### src/rtl/ir_rle_pkg.sv
package ir_rle_pkg;
  localparam int BYTE_W = 8;
  localparam int RUN_W  = 7;

  localparam logic [2:0] A_DATA  = 3'd0;
  localparam logic [2:0] A_IEN   = 3'd1;
  localparam logic [2:0] A_EVT   = 3'd2;
  localparam logic [2:0] A_DIVL  = 3'd3;
  localparam logic [2:0] A_DIVH  = 3'd4;
  localparam logic [2:0] A_LSTAT = 3'd5;
  localparam logic [2:0] A_CTRL  = 3'd6;
  localparam logic [2:0] A_CFG   = 3'd7;

  localparam int EVT_RX_BIT  = 0;
  localparam int EVT_ERR_BIT = 2;
  localparam int STOP_BIT    = 5;
  localparam int FLUSH_BIT   = 1;
  localparam logic [7:0] IEN_MASK = 8'h05;

  // light (1) -> flag 0, darkness (0) -> flag 1
  function automatic logic [BYTE_W-1:0] run_code(input logic lvl, input logic [RUN_W-1:0] len);
    return {~lvl, len};
  endfunction

  function automatic logic [BYTE_W-1:0] evt_code(input logic rx_level, input logic err);
    logic [BYTE_W-1:0] v;
    v = '0;
    v[EVT_RX_BIT]  = rx_level;
    v[EVT_ERR_BIT] = err;
    return v;
  endfunction
endpackage

### src/rtl/ir_sample_tick.sv
module ir_sample_tick #(
  parameter int DIV_W    = 16,
  parameter int OVS_LOG2 = 4
) (
  input  logic             clk,
  input  logic             rst_n,
  input  logic [DIV_W-1:0] div,
  input  logic             restart,
  output logic             tick
);
  localparam int CNT_W = DIV_W + OVS_LOG2;

  logic [CNT_W-1:0] cnt;
  logic [CNT_W-1:0] last;
  logic             run_en;

  assign run_en = (div != '0);
  assign last   = {div, {OVS_LOG2{1'b0}}} - CNT_W'(1);
  assign tick   = run_en && !restart && (cnt == last);

  always_ff @(posedge clk or negedge rst_n) begin
    if (!rst_n)                       cnt <= '0;
    else if (restart || !run_en || tick) cnt <= '0;
    else                              cnt <= cnt + CNT_W'(1);
  end

  AST_TICK_SPACED: assert property (@(posedge clk) disable iff (!rst_n) tick |=> !tick);
  AST_NO_TICK_IDLE: assert property (@(posedge clk) disable iff (!rst_n) !run_en |-> !tick);
endmodule

### src/rtl/ir_run_packer.sv
module ir_run_packer
  import ir_rle_pkg::*;
(
  input  logic              clk,
  input  logic              rst_n,
  input  logic              tick,
  input  logic              enable,
  input  logic              level,
  output logic              push,
  output logic [BYTE_W-1:0] code
);
  localparam logic [RUN_W-1:0] LEN_MAX = '1;
  localparam logic [RUN_W-1:0] LEN_ONE = RUN_W'(1);

  logic             cur;
  logic [RUN_W-1:0] len;
  logic             sample;
  logic             change;
  logic             full_run;

  assign sample   = tick && enable;
  assign change   = sample && (len != '0) && (level != cur);
  assign full_run = sample && (len != '0) && (level == cur) && (len == LEN_MAX - LEN_ONE);
  assign push     = change || full_run;
  assign code     = run_code(cur, full_run ? LEN_MAX : len);

  always_ff @(posedge clk or negedge rst_n) begin
    if (!rst_n) begin
      cur <= 1'b0;
      len <= '0;
    end else if (!enable) begin
      len <= '0;
    end else if (tick) begin
      if (full_run) begin
        len <= '0;
      end else if (len == '0 || change) begin
        cur <= level;
        len <= LEN_ONE;
      end else begin
        len <= len + LEN_ONE;
      end
    end
  end

  AST_PUSH_ON_SAMPLE: assert property (@(posedge clk) disable iff (!rst_n) push |-> tick);
  AST_LEN_NONZERO: assert property (@(posedge clk) disable iff (!rst_n) push |-> (code[RUN_W-1:0] != '0));
endmodule

### src/rtl/ir_rx_fifo.sv
module ir_rx_fifo #(
  parameter int DEPTH = 16,
  parameter int W     = 8
) (
  input  logic                       clk,
  input  logic                       rst_n,
  input  logic                       push,
  input  logic [W-1:0]               din,
  input  logic                       pop,
  input  logic                       flush,
  output logic [W-1:0]               dout,
  output logic [$clog2(DEPTH):0]     count,
  output logic                       empty,
  output logic                       drop
);
  localparam int AW = $clog2(DEPTH);
  localparam logic [AW:0]   FULL_CNT = (AW+1)'(DEPTH);
  localparam logic [AW-1:0] PTR_ONE  = AW'(1);

  logic [W-1:0]  mem [DEPTH];
  logic [AW-1:0] wp, rp;
  logic          full, do_push, do_pop;

  assign full    = (count == FULL_CNT);
  assign empty   = (count == '0);
  assign do_push = push && !full && !flush;
  assign do_pop  = pop && !empty && !flush;
  assign drop    = push && full && !flush;
  assign dout    = empty ? '0 : mem[rp];

  always_ff @(posedge clk) begin
    if (do_push) mem[wp] <= din;
  end

  always_ff @(posedge clk or negedge rst_n) begin
    if (!rst_n) begin
      wp <= '0; rp <= '0; count <= '0;
    end else if (flush) begin
      wp <= '0; rp <= '0; count <= '0;
    end else begin
      if (do_push) wp <= wp + PTR_ONE;
      if (do_pop)  rp <= rp + PTR_ONE;
      case ({do_push, do_pop})
        2'b10:   count <= count + (AW+1)'(1);
        2'b01:   count <= count - (AW+1)'(1);
        default: count <= count;
      endcase
    end
  end

  AST_NO_OVERFLOW: assert property (@(posedge clk) disable iff (!rst_n) count <= FULL_CNT);
  AST_FULL_DROP_KEEPS: assert property (@(posedge clk) disable iff (!rst_n) (push && full && !pop && !flush) |=> count == $past(count));
  AST_FLUSH_EMPTIES: assert property (@(posedge clk) disable iff (!rst_n) flush |=> empty);
endmodule

### src/rtl/ir_rle_rx.sv
module ir_rle_rx
  import ir_rle_pkg::*;
#(
  parameter int DEPTH    = 16,
  parameter int THRESH   = 8,
  parameter int OVS_LOG2 = 4
) (
  input  logic       clk,
  input  logic       rst_n,
  input  logic       ir_in,
  input  logic [2:0] reg_addr,
  input  logic       reg_wr,
  input  logic       reg_rd,
  input  logic [7:0] reg_wdata,
  output logic [7:0] reg_rdata,
  output logic       irq
);
  localparam int CW = $clog2(DEPTH) + 1;
  localparam logic [CW-1:0] THR_CNT = CW'(THRESH);

  logic [7:0]        ien;
  logic [15:0]       div_q;
  logic              stopped, inv, err_flag;
  logic              tick, push, fifo_empty, fifo_drop;
  logic [BYTE_W-1:0] push_code, fifo_dout, evt;
  logic [CW-1:0]     fifo_cnt;
  logic              div_wr, flush, pop, evt_rd, at_thresh;

  assign div_wr    = reg_wr && (reg_addr == A_DIVL || reg_addr == A_DIVH);
  assign flush     = reg_wr && (reg_addr == A_EVT) && reg_wdata[FLUSH_BIT];
  assign pop       = reg_rd && (reg_addr == A_DATA);
  assign evt_rd    = reg_rd && (reg_addr == A_EVT);
  assign at_thresh = (fifo_cnt >= THR_CNT);
  assign evt       = evt_code(at_thresh, err_flag);
  assign irq       = |(evt & ien);

  ir_sample_tick #(.DIV_W(16), .OVS_LOG2(OVS_LOG2)) u_tick (
    .clk(clk), .rst_n(rst_n), .div(div_q), .restart(div_wr), .tick(tick)
  );

  ir_run_packer u_pack (
    .clk(clk), .rst_n(rst_n), .tick(tick), .enable(!stopped),
    .level(ir_in ^ inv), .push(push), .code(push_code)
  );

  ir_rx_fifo #(.DEPTH(DEPTH), .W(BYTE_W)) u_fifo (
    .clk(clk), .rst_n(rst_n), .push(push), .din(push_code), .pop(pop),
    .flush(flush), .dout(fifo_dout), .count(fifo_cnt), .empty(fifo_empty),
    .drop(fifo_drop)
  );

  always_ff @(posedge clk or negedge rst_n) begin
    if (!rst_n) begin
      ien      <= '0;
      div_q    <= '0;
      stopped  <= 1'b0;
      inv      <= 1'b0;
      err_flag <= 1'b0;
    end else begin
      if (reg_wr && reg_addr == A_IEN)  ien         <= reg_wdata & IEN_MASK;
      if (reg_wr && reg_addr == A_DIVL) div_q[7:0]  <= reg_wdata;
      if (reg_wr && reg_addr == A_DIVH) div_q[15:8] <= reg_wdata;
      if (reg_wr && reg_addr == A_CTRL) stopped     <= reg_wdata[STOP_BIT];
      if (reg_wr && reg_addr == A_CFG)  inv         <= reg_wdata[0];
      if (fifo_drop)   err_flag <= 1'b1;
      else if (evt_rd) err_flag <= 1'b0;
    end
  end

  always_comb begin
    case (reg_addr)
      A_DATA:  reg_rdata = fifo_dout;
      A_IEN:   reg_rdata = ien;
      A_EVT:   reg_rdata = evt;
      A_DIVL:  reg_rdata = div_q[7:0];
      A_DIVH:  reg_rdata = div_q[15:8];
      A_LSTAT: reg_rdata = {7'b0, !fifo_empty};
      A_CTRL:  reg_rdata = {2'b0, stopped, 5'b0};
      A_CFG:   reg_rdata = {7'b0, inv};
      default: reg_rdata = '0;
    endcase
  end

  AST_STOPPED_NO_PUSH: assert property (@(posedge clk) disable iff (!rst_n) stopped |-> !push);
  AST_ERR_CLEARS: assert property (@(posedge clk) disable iff (!rst_n) (evt_rd && !fifo_drop) |=> !err_flag);
  AST_DROP_SETS_ERR: assert property (@(posedge clk) disable iff (!rst_n) fifo_drop |=> err_flag);
endmodule

### config.mk
export PLATFORM = sky130hd
export DESIGN_NAME = ir_rle_rx
export DESIGN_NICKNAME = d
export VERILOG_FILES = /design/src/rtl/ir_rle_pkg.sv /design/src/rtl/ir_sample_tick.sv /design/src/rtl/ir_run_packer.sv /design/src/rtl/ir_rx_fifo.sv /design/src/rtl/ir_rle_rx.sv
export SDC_FILE = /design/constraint.sdc
export NUM_CORES = 1
export LEC_CHECK = 0
export BUFFER_PORTS_ARGS = -buffer_cell sky130_fd_sc_hd__buf_4
export CAP_MARGIN = 30
export CELL_PAD_IN_SITES_DETAIL_PLACEMENT = 0
export CELL_PAD_IN_SITES_GLOBAL_PLACEMENT = 1
export CORE_ASPECT_RATIO = 1.5
export CORE_MARGIN = 4
export CORE_UTILIZATION = 56
export DETAILED_ROUTE_END_ITERATION = 7
export PLACE_DENSITY_LB_ADDON = 0.1
export SLEW_MARGIN = 20
export SYNTH_ARGS = -nofsm -noshare
export SYNTH_HDL_FRONTEND = slang
export SYNTH_SLANG_ARGS = --single-unit
export TNS_END_PERCENT = 30
### constraint.sdc
create_clock -name clk -period 11.1 [get_ports clk]
set_clock_uncertainty 0.1 [all_clocks]
set_input_delay 1.11 -clock clk [delete_from_list [all_inputs] [get_ports clk]]
set_output_delay 1.11 -clock clk [all_outputs]
set_load 0.02 [all_outputs]
==> impl_metrics.tcl <==
set metrics [dict create \
    io_buffers 24 \
    grt_pass1_vias 5923 \
    synth.distinct_cells 62 \
    grt_setup_unrepaired "false" \
    setup_viol 0 \
    synth_area_leader_cell "edfxtp_1" \
    grt_pass1_wl_mm 34.3 \
    synthTopCellsByCount "edfxtp_1 (128), dfrtp_1 (62), nand2_1 (36), nor3_1 (36), clkbuf_1 (34)" \
    finalSetupTns_ps 0 \
    leakage_nw 3.66 \
    drt_iter0_markers 570 \
    first_pass_iters 5 \
    dieHeight_um 165 \
    cap_violations 0 \
    syn-cell-area_um2 9170 \
    status "finished clean" \
    post-route-util_pct 62.6 \
    synth_seq_cells 190 \
    hpwl_mm 15.1 \
    via_count 5665 \
    synth_edf_count 128 \
    diodes 0 \
    antenna_found_initial 0 \
    fmax_mhz 213 \
    dp.cells 873 \
    synth_most_common_cell "edfxtp_1" \
    synthCells 681 \
    path_class "reg -> reg" \
    drc_errors 0 \
    worstSetupStartpoint "div_q[2]" \
    die_x_um 112 \
    syn_to_final_growth_pct 9.98 \
    cts_tree "done" \
    worst_slew_pin_slew_ps 888 \
    cts-resized-gates 0 \
    cp.required_ps 11310 \
    grtUsageTotal_pct 24.5 \
    ir_drop_mv 0.147 \
    clk_latency_ps 440 \
    cts_buffer_depth 2 \
    synth_area_leaders "edfxtp_1 (42%), dfrtp_1 (17%), mux4_2 (7.9%)" \
    io_pins 25 \
    whs_ps 386 \
    synth_nets 712 \
    maxSlewViolCount 0 \
    cts_sinks 190 \
    timing.rr.start "div_q[2]" \
    end_kind "flop" \
    drt-total-wl_mm 21.7 \
    synth.top_cell.area_share_pct 41.9 \
    wl_per_cell_um 23.9 \
    hp-class "reg -> reg" \
    grt.overflow.total 0 \
    drtAntennaViolNets 0 \
    critPathMaxFanout 10 \
    drive_above_1_share_pct 18.9 \
    drt-vias-per-instance 6.24 \
    hold_violations 0 \
    powerDensity_nw_per_um2 179 \
    gp_congestion 0.835 \
    ctsHoldBuffers 0 \
    grt_max_degree 63 \
    min_from "u_tick.cnt[0]" \
    finalNonFillerCells 908 \
    rows 57 \
    clk_pin_slew_worst_paths_ps 80 \
    slew_headroom_pct 40.8 \
    ys_async_sr_fraction_pct 32.6 \
    synth-main-ff-cell "edfxtp_1" \
    critical_path.startpoint_type "flop" \
    cts_made_buffers 17 \
    start_util_pct 56.9 \
    coreArea_um2 16100 \
    syn_area_per_cell_um2 13.5 \
    ys_seq_area_share_pct 58.9 \
    min_period_over_period_pct 42.3 \
    htreeDepth 4 \
    fin_nets 720 \
    dieArea_um2 18500 \
    cts_root_buffer "clkbuf_16" \
    post-route-min-period_ps 4700 \
    yosys_warnings 0 \
    cts_setup_buffers 0 \
    crit_arrival_ps 4910 \
]
==> per-layer routing <==
layer  vias to the layer above  part of all wire [%]  track usage, %
met5                         -                     0               0
met4                         0                   2.5            8.42
met3                        34                   3.1            3.41
met2                       140                    55            45.1
met1                      2882                    40            29.4
li1                       2609                     -               -
==> flip-flops by register name (all words and copies together), names as in the netlist <==
signal,flops
inv,1
u_fifo.count,5
u_fifo.wp,4
err_flag,1
div_q,16
u_tick.cnt,20
u_fifo.mem,128
u_fifo.rp,4
ien,2
u_pack.cur,1
stopped,1
u_pack.len,7
==> power breakdown <==
group          leakage (nW)  switching, W  internal [W]  total [W]
clock                 0.282      0.000296      0.000302   0.000598
combinational          1.29      0.000164      0.000165   0.000328
sequential             2.09     0.0000970      0.000786   0.000883
==> stage by stage <==
step,area (µm²),worst slack [ps],power (W)
4_1_cts,10100,6440,0.00182
5_1_grt,10100,5980,0.00189
3_5_place_dp,9470,6200,0.00122
6_report,10100,6400,0.00181
3_3_place_gp,9460,6390,0.00122
2_1_floorplan,9170,6860,0.00112
==> cell families after synthesis <==
family                     share of synthesized area [%]
adders and majority gates                           2.13
AOI/OAI and AO/OA                                   6.57
xor gates and xnor gates                            4.39
buffers and inverters                               2.87
and+or+nand+nor                                     13.3
muxes                                               11.9
DFF                                                 58.9
==> worst max-delay path, stage by stage (launching register included) <==
cell	delay, ps
dfrtp_1	530
or4_4	640
nor4b_1	250
a31oi_1	90
a41oi_1	590
nor4b_1	360
nand4b_1	430
nand2_1	270
inv_1	110
ha_1	340
a21o_1	200
a21oi_1	290
nor3_1	80
a31oi_1	190
nand3_1	90
==> layout make-up <==
| type | instances | area, µm² |
|---|---|---|
| clock inverters | 15 | 166 |
| inverters | 21 | 78.8 |
| well taps | 206 | 258 |
| multi-input cells | 426 | 3510 |
| flip-flops and latches | 190 | 5400 |
| repair buffers | 33 | 240 |
| clock buffers | 17 | 425 |
| fillers | 1236 | 6040 |
==> path summary, 6_finish.rpt <==
kind,slack [ps],endpoint,cells after the start
min in group asynchronous,640,u_tick.cnt[7],1
max,6400,u_fifo.count[4],14
max reg2reg,6400,u_fifo.count[4],14
max in group asynchronous,9600,u_fifo.rp[0],1
min,390,u_tick.cnt[0],1
min reg2reg,390,u_tick.cnt[0],1
==> cell usage in the layout, fill, tap and decap left out, drive strengths merged, types with 9 or more instances in the layout <==
| cell type | n |
|---|---|
| mux4 | 32 |
| nand4 | 12 |
| mux2i | 9 |
| dfrtp | 62 |
| clkbuf | 18 |
| inv | 28 |
| nor2 | 32 |
| edfxtp | 128 |
| a211oi | 15 |
| a21oi | 17 |
| nand2 | 36 |
| xor2 | 22 |
| nor2b | 13 |
| nand3 | 18 |
| o21ai | 19 |
| ha | 14 |
| and2 | 13 |
| mux2 | 25 |
| nor3 | 36 |
| xnor2 | 24 |
| buf | 32 |
Note: power is estimated with default switching activity, not from simulation.
